## src/rtl/rtc_port_pkg.sv

```systemverilog
// Shared types for the two-bank CMOS host port.
// Assumes exactly two pointer/data pairs: bank 0 fixed, bank 1 relocatable.
package rtc_port_pkg;
    localparam int BANKS  = 2;
    localparam int BANK_W = 1;

    typedef enum logic [1:0] {
        ACC_NONE  = 2'd0,
        ACC_INDEX = 2'd1,
        ACC_DATA  = 2'd2
    } acc_kind_e;

    typedef struct packed {
        acc_kind_e         kind;
        logic [BANK_W-1:0] bank;
    } acc_sel_t;
endpackage

```

## src/rtl/rtc_port_decode.sv

```systemverilog
// Address decoder: maps a host I/O address to (port kind, bank).
// Assumes the relocatable base is even (bit 0 is forced low here) and that
// the lowest-numbered bank wins when two pairs overlap.
module rtc_port_decode
    import rtc_port_pkg::*;
#(
    parameter int              AW         = 16,
    parameter logic [AW-1:0]   FIXED_BASE = 16'h0070
) (
    input  logic          rst_n,
    input  logic [AW-1:0] io_addr,
    input  logic          io_aen,
    input  logic [AW-1:0] reloc_base,
    output acc_sel_t      sel
);
    logic [AW-1:0]    pair_base [BANKS];
    logic [BANKS-1:0] hit_idx;
    logic [BANKS-1:0] hit_dat;

    // Per-bank base selection and address comparison
    for (genvar b = 0; b < BANKS; b++) begin : g_bank
        if (b == 0) begin : g_fixed
            assign pair_base[b] = FIXED_BASE;
        end else begin : g_reloc
            assign pair_base[b] = {reloc_base[AW-1:1], 1'b0};
        end
        assign hit_idx[b] = (io_addr == pair_base[b]);
        assign hit_dat[b] = (io_addr == (pair_base[b] | AW'(1)));
    end

    // Priority pick: scan downward so bank 0 has the last word
    always_comb begin
        sel.kind = ACC_NONE;
        sel.bank = '0;
        if (rst_n && !io_aen) begin
            for (int b = BANKS - 1; b >= 0; b--) begin
                if (hit_idx[b]) begin
                    sel.kind = ACC_INDEX;
                    sel.bank = BANK_W'(b);
                end else if (hit_dat[b]) begin
                    sel.kind = ACC_DATA;
                    sel.bank = BANK_W'(b);
                end
            end
        end
    end
endmodule

```

## src/rtl/rtc_index_bank.sv

```systemverilog
// Pointer registers, one per bank, each IDX_W bits wide.
// Assumes at most one bank is written per cycle; synchronous active-low reset.
module rtc_index_bank
    import rtc_port_pkg::*;
#(
    parameter int IDX_W = 7
) (
    input  logic                        clk,
    input  logic                        rst_n,
    input  logic                        wr_en,
    input  logic [BANK_W-1:0]           wr_bank,
    input  logic [IDX_W-1:0]            wr_val,
    output logic [BANKS-1:0][IDX_W-1:0] idx_q
);
    for (genvar b = 0; b < BANKS; b++) begin : g_idx
        // Capture the pointer when this bank's pointer port is written
        always_ff @(posedge clk) begin
            if (!rst_n) begin
                idx_q[b] <= '0;
            end else if (wr_en && (wr_bank == BANK_W'(b))) begin
                idx_q[b] <= wr_val;
            end
        end
    end
endmodule

```

## src/rtl/rtc_port_route.sv

```systemverilog
// Routes a decoded host cycle to the CMOS file or to a pointer register and
// builds the host read data. Assumes single-cycle strobes; a cycle with both
// strobes high is treated as a write.
module rtc_port_route
    import rtc_port_pkg::*;
#(
    parameter int DW    = 8,
    parameter int IDX_W = 7,
    parameter int MAW   = BANK_W + IDX_W
) (
    input  acc_sel_t                    sel,
    input  logic                        io_rd,
    input  logic                        io_wr,
    input  logic [DW-1:0]               io_wdata,
    input  logic [BANKS-1:0][IDX_W-1:0] idx_q,
    input  logic [DW-1:0]               mem_rdata,
    output logic [MAW-1:0]              mem_addr,
    output logic                        mem_we,
    output logic                        mem_re,
    output logic [DW-1:0]               mem_wdata,
    output logic                        idx_we,
    output logic [DW-1:0]               io_rdata,
    output logic                        io_rdata_oe
);
    logic [IDX_W-1:0] cur_idx;
    logic             rd_only;

    assign cur_idx   = idx_q[sel.bank];
    assign rd_only   = io_rd && !io_wr;
    assign mem_addr  = {sel.bank, cur_idx};
    assign mem_wdata = io_wdata;

    // Strobe generation toward the file and the pointer registers
    always_comb begin
        mem_we = io_wr   && (sel.kind == ACC_DATA);
        mem_re = rd_only && (sel.kind == ACC_DATA);
        idx_we = io_wr   && (sel.kind == ACC_INDEX);
    end

    // Host read data mux with drive enable
    always_comb begin
        io_rdata_oe = rd_only && (sel.kind != ACC_NONE);
        io_rdata    = '0;
        if (rd_only && sel.kind == ACC_DATA) begin
            io_rdata = mem_rdata;
        end else if (rd_only && sel.kind == ACC_INDEX) begin
            io_rdata = DW'(cur_idx);
        end
    end
endmodule

```

## src/rtl/rtc_bank_port.sv

```systemverilog
// Top: two-bank pointer/data host port onto a 256-byte CMOS register file.
// Bank 0 is fixed at FIXED_BASE/+1, bank 1 follows reloc_base. Access is
// locked out while rst_n is low; cycles with io_aen high are ignored.
module rtc_bank_port
    import rtc_port_pkg::*;
#(
    parameter int            AW         = 16,
    parameter int            DW         = 8,
    parameter int            IDX_W      = 7,
    parameter logic [AW-1:0] FIXED_BASE = 16'h0070,
    localparam int           MAW        = BANK_W + IDX_W
) (
    input  logic           clk,
    input  logic           rst_n,
    input  logic [AW-1:0]  io_addr,
    input  logic           io_aen,
    input  logic           io_rd,
    input  logic           io_wr,
    input  logic [DW-1:0]  io_wdata,
    output logic [DW-1:0]  io_rdata,
    output logic           io_rdata_oe,
    input  logic [AW-1:0]  reloc_base,
    output logic [MAW-1:0] mem_addr,
    output logic           mem_we,
    output logic           mem_re,
    output logic [DW-1:0]  mem_wdata,
    input  logic [DW-1:0]  mem_rdata
);
    acc_sel_t                    sel;
    logic [BANKS-1:0][IDX_W-1:0] idx_q;
    logic                        idx_we;

    rtc_port_decode #(.AW(AW), .FIXED_BASE(FIXED_BASE)) u_dec (
        .rst_n      (rst_n),
        .io_addr    (io_addr),
        .io_aen     (io_aen),
        .reloc_base (reloc_base),
        .sel        (sel)
    );

    rtc_index_bank #(.IDX_W(IDX_W)) u_idx (
        .clk     (clk),
        .rst_n   (rst_n),
        .wr_en   (idx_we),
        .wr_bank (sel.bank),
        .wr_val  (io_wdata[IDX_W-1:0]),
        .idx_q   (idx_q)
    );

    rtc_port_route #(.DW(DW), .IDX_W(IDX_W), .MAW(MAW)) u_route (
        .sel         (sel),
        .io_rd       (io_rd),
        .io_wr       (io_wr),
        .io_wdata    (io_wdata),
        .idx_q       (idx_q),
        .mem_rdata   (mem_rdata),
        .mem_addr    (mem_addr),
        .mem_we      (mem_we),
        .mem_re      (mem_re),
        .mem_wdata   (mem_wdata),
        .idx_we      (idx_we),
        .io_rdata    (io_rdata),
        .io_rdata_oe (io_rdata_oe)
    );
endmodule

```

## config.mk

```make
export PLATFORM = sky130hd
export DESIGN_NAME = rtc_bank_port
export DESIGN_NICKNAME = d
export VERILOG_FILES = /design/src/rtl/rtc_port_pkg.sv /design/src/rtl/rtc_port_decode.sv /design/src/rtl/rtc_index_bank.sv /design/src/rtl/rtc_port_route.sv /design/src/rtl/rtc_bank_port.sv
export SDC_FILE = /design/constraint.sdc
export NUM_CORES = 1
export LEC_CHECK = 0
export BUFFER_PORTS_ARGS = -buffer_cell sky130_fd_sc_hd__buf_4
export CORE_MARGIN = 4
export CORE_UTILIZATION = 44
export CTS_CLUSTER_DIAMETER = 200
export DETAILED_ROUTE_END_ITERATION = 10
export PLACE_DENSITY = 0.95
export SKIP_LAST_GASP = 1
export SLEW_MARGIN = 20
export SYNTH_ARGS = -nofsm -noshare
export SYNTH_HDL_FRONTEND = slang
export SYNTH_SLANG_ARGS = --single-unit
```

## constraint.sdc

```tcl
create_clock -name clk -period 5.19 [get_ports clk]
set_input_delay 1.038 -clock clk [delete_from_list [all_inputs] [get_ports clk]]
set_output_delay 1.038 -clock clk [all_outputs]
set_load 0.03 [all_outputs]
```

==> impl_metrics.xml <==
<?xml version="1.0" encoding="UTF-8"?>
<metrics>
  <group name="outcome">
    <metric name="run_status" unit="">finished clean</metric>
  </group>
  <group name="place">
    <metric name="dpl.cell_count" unit="">221</metric>
    <metric name="hpwl" unit="mm">2.49</metric>
    <metric name="globalplace.congestion" unit="">0.789</metric>
    <metric name="numPortBuffers" unit="">76</metric>
  </group>
  <group name="finish">
    <metric name="largest_reg_flops" unit="">14</metric>
    <metric name="largest_register" unit="">u_idx.idx_q</metric>
    <metric name="final_nets" unit="">249</metric>
    <metric name="fraction_of_final_layout_cells_with_drive_strength_greater_than_1" unit="%">44.6</metric>
    <metric name="insertedDiodeCount" unit="">0</metric>
    <metric name="biggestRegsByFlops" unit="">u_idx.idx_q (14)</metric>
    <metric name="flow.area_growth_from_synthesis" unit="%">50.0</metric>
    <metric name="stdcell_count" unit="">225</metric>
  </group>
  <group name="setup_path">
    <metric name="worst-endpoint-arrival" unit="ns">2.72</metric>
    <metric name="critical_path_required" unit="ns">4.15</metric>
    <metric name="worstPathMaxFanout" unit="">9</metric>
    <metric name="worst_setup_sp_type" unit="">input pin</metric>
    <metric name="criticalPathCategory" unit="">input pin to output pin</metric>
    <metric name="end_kind" unit="">output pin</metric>
  </group>
  <group name="power">
    <metric name="p_seq_share" unit="%">43.0</metric>
    <metric name="total_leakage_power" unit="nW">0.906</metric>
    <metric name="clock_power_share" unit="%">30.3</metric>
    <metric name="vdd_drop_max" unit="uV">130</metric>
    <metric name="swShare" unit="%">24.3</metric>
    <metric name="p_sw" unit="mW">0.0607</metric>
    <metric name="p_total" unit="mW">0.250</metric>
    <metric name="cellPowerDensity" unit="mW/mm^2">148</metric>
    <metric name="power.internal" unit="mW">0.189</metric>
    <metric name="combinationalPowerShare" unit="%">26.7</metric>
  </group>
  <group name="drt">
    <metric name="initialDrtViolationCount" unit="">32</metric>
    <metric name="wl" unit="mm">3.00</metric>
    <metric name="antenna_left" unit="">0</metric>
    <metric name="dr_total_vias" unit="">1136</metric>
    <metric name="first_pass_iters" unit="">4</metric>
    <metric name="viasPerCell" unit="">5.05</metric>
    <metric name="wl_per_cell" unit="um">13.4</metric>
    <metric name="route.detailed.drc" unit="">0</metric>
  </group>
  <group name="grt">
    <metric name="grt_pass1_wl" unit="mm">4.56</metric>
    <metric name="vias_in_the_first_global_route" unit="">1113</metric>
    <metric name="grt_start_max_net_pins" unit="">16</metric>
    <metric name="grt_use_total" unit="%">16.9</metric>
    <metric name="grt_overflow_total" unit="">0</metric>
    <metric name="antenna_found_initial" unit="">0</metric>
  </group>
  <group name="clocking">
    <metric name="cts_resized" unit="">0</metric>
    <metric name="cts_htree_levels" unit="">1</metric>
    <metric name="clk_pin_slew_worst_setup_hold_paths" unit="ns">0.08</metric>
    <metric name="cts-buffers-inserted" unit="">3</metric>
    <metric name="clockBufferDepth" unit="">2</metric>
    <metric name="postCtsSetupBuffers" unit="">0</metric>
    <metric name="clkSinkCount" unit="">14</metric>
    <metric name="clock_latency" unit="ns">0.27</metric>
    <metric name="cts_root_buf" unit="">sky130_fd_sc_hd__clkbuf_4</metric>
    <metric name="cts.hold.buffers_added" unit="">0</metric>
    <metric name="tritoncts" unit="">yes</metric>
  </group>
  <group name="logic_synthesis">
    <metric name="syn-mean-instance-area" unit="um^2">8.83</metric>
    <metric name="synth_seq_area_share" unit="%">25.0</metric>
    <metric name="number_of_warnings_printed_during_yosys_synthesis" unit="">0</metric>
    <metric name="synthesis.nets" unit="">180</metric>
    <metric name="yosysUniqueCellTypes" unit="">24</metric>
    <metric name="synthesis.area" unit="mm^2">0.00112</metric>
    <metric name="postSynthCellCount" unit="">127</metric>
    <metric name="ys_seq_elements" unit="">14</metric>
  </group>
  <group name="timing">
    <metric name="min_hold_slack" unit="ns">0.523</metric>
    <metric name="final_period_minus_worst_setup_slack" unit="ns">3.75</metric>
    <metric name="timing.final.max_slew_violations" unit="">0</metric>
    <metric name="finalSetupViolations" unit="">0</metric>
    <metric name="rsz0062_at_grt" unit="">no</metric>
    <metric name="finalHoldViolCount" unit="">0</metric>
    <metric name="worst_pin_slew" unit="ns">0.819</metric>
    <metric name="fmax" unit="MHz">266</metric>
    <metric name="totalNegativeSetupSlack" unit="ns">0</metric>
    <metric name="worst_slew_margin_rel" unit="%">45.3</metric>
    <metric name="final.period_utilization" unit="%">72.3</metric>
    <metric name="worst_clock_skew" unit="ns">0</metric>
  </group>
  <group name="die">
    <metric name="floorplan.die_area" unit="mm^2">0.00342</metric>
    <metric name="io_pins" unit="">80</metric>
    <metric name="floorplan.initialDensity" unit="%">45.7</metric>
    <metric name="rows" unit="">18</metric>
    <metric name="core-area" unit="mm^2">0.00245</metric>
    <metric name="chipHeight" unit="um">58.5</metric>
    <metric name="die_width" unit="um">58.5</metric>
  </group>
  <group name="min_path">
    <metric name="timing.hold.worst.class" unit="">register to register</metric>
  </group>
  <group name="job">
    <metric name="drv.max_cap_violation_count" unit="">0</metric>
  </group>
</metrics>
cells in the mapped netlist:
cell type                  instances  share of area (%)
sky130_fd_sc_hd__a21bo_2           1               0.89
sky130_fd_sc_hd__buf_4            10                6.7
sky130_fd_sc_hd__nor4b_1           3                2.3
sky130_fd_sc_hd__nor4_4            1                1.9
sky130_fd_sc_hd__nand4_2           2                2.2
sky130_fd_sc_hd__nand2_1           2               0.67
sky130_fd_sc_hd__dfxtp_1          14                 25
sky130_fd_sc_hd__inv_1            16                5.4
sky130_fd_sc_hd__and4_2            1               0.89
sky130_fd_sc_hd__xor2_1            3                2.3
sky130_fd_sc_hd__nor2_1            5                1.7
sky130_fd_sc_hd__clkbuf_1          1               0.33
sky130_fd_sc_hd__mux2i_1          21                 19
sky130_fd_sc_hd__nor2b_1          17                9.5
sky130_fd_sc_hd__nand4_4           1                1.9
sky130_fd_sc_hd__nand4_1           4                2.2
sky130_fd_sc_hd__nand4b_2          1                1.3
sky130_fd_sc_hd__buf_2             1               0.45
sky130_fd_sc_hd__o22ai_1           7                3.9
sky130_fd_sc_hd__nor3_1            1               0.45
sky130_fd_sc_hd__and3b_1           1               0.78
sky130_fd_sc_hd__xnor2_1          12                9.4
sky130_fd_sc_hd__nand2b_1          1               0.56
sky130_fd_sc_hd__nand3_1           1               0.45
worst max-delay path: stages:
cell and delay [ns]:
sky130_fd_sc_hd__buf_4 0.12, sky130_fd_sc_hd__nor4b_1 0.32, sky130_fd_sc_hd__nand4_1 0.27, sky130_fd_sc_hd__a21bo_2 0.34, sky130_fd_sc_hd__nand4_4 0.20, sky130_fd_sc_hd__o22ai_1 0.24
sky130_fd_sc_hd__buf_4 0.19
metal layers:
metal,routed length [um],vias up,GRT usage (%),part of all wire [%]
met5,0,-,0,0
li1,-,561,-,-
met2,1450,65,32.1,48
met4,14,0,3.64,0.47
met3,410,2,4.39,14
met1,1130,508,18.6,37
power groups by stage:
| stage | registers, mW | clock network [mW] | logic, mW |
|---|---|---|---|
| 2_1_floorplan | 0.110 | 0 | 0.0313 |
| 3_3_place_gp | 0.110 | 0 | 0.0660 |
| 3_5_place_dp | 0.110 | 0 | 0.0671 |
| 4_1_cts | 0.107 | 0.0772 | 0.0674 |
| 5_1_grt | 0.107 | 0.0815 | 0.0717 |
| 6_report | 0.107 | 0.0756 | 0.0667 |
final timing paths:
path                            depth (start not counted)             from  slack (ns)               to
worst min-delay path                                    2  u_idx.idx_q[12]        0.52  u_idx.idx_q[12]
worst max-delay path                                    7      io_addr[14]        1.44      io_rdata[6]
worst max register to register                          2  u_idx.idx_q[13]        4.55  u_idx.idx_q[13]
worst min register to register                          2  u_idx.idx_q[12]        0.52  u_idx.idx_q[12]
cells by family after synthesis:
family,count (synthesis),share of synthesized area (%)
buffers and inverters,28,12.8
AO/OA/AOI/OAI,8,4.80
AND/OR/NAND/NOR,41,26.9
flip-flops,14,25.0
multiplexers,21,18.7
XOR/XNOR,15,11.7
stage by stage:
stage          setup slack [ns]  area (um^2)  utilization [%]
2_1_floorplan              1.58         1120                -
3_3_place_gp               1.42         1650             67.0
3_5_place_dp               1.40         1650             67.0
4_1_cts                    1.40         1680             68.5
5_1_grt                    1.25         1680             68.5
6_report                   1.44         1680             68.5
layout make-up:
type | instances | area [um^2]
sequential | 14 | 280
tap | 30 | 37.5
fill | 225 | 773
multi-input combinational | 85 | 697
clock buffer | 4 | 36.3
inverter | 16 | 60.1
timing repair buffer | 76 | 571
cells in the final DEF, fill, tap and decap left out, types with 2 or more instances in the layout:
cell type                  instances
sky130_fd_sc_hd__nor4b_1           3
sky130_fd_sc_hd__dfxtp_1          14
sky130_fd_sc_hd__inv_1            16
sky130_fd_sc_hd__xnor2_1          12
sky130_fd_sc_hd__nand4_1           4
sky130_fd_sc_hd__nor2b_1          17
sky130_fd_sc_hd__mux2i_1          21
sky130_fd_sc_hd__clkbuf_4          3
sky130_fd_sc_hd__buf_4            76
sky130_fd_sc_hd__xor2_1            3
sky130_fd_sc_hd__nor2_1            5
sky130_fd_sc_hd__nand2_1           2
sky130_fd_sc_hd__nand4_2           2
sky130_fd_sc_hd__o22ai_1           7
(Power assumes the default switching activity.)
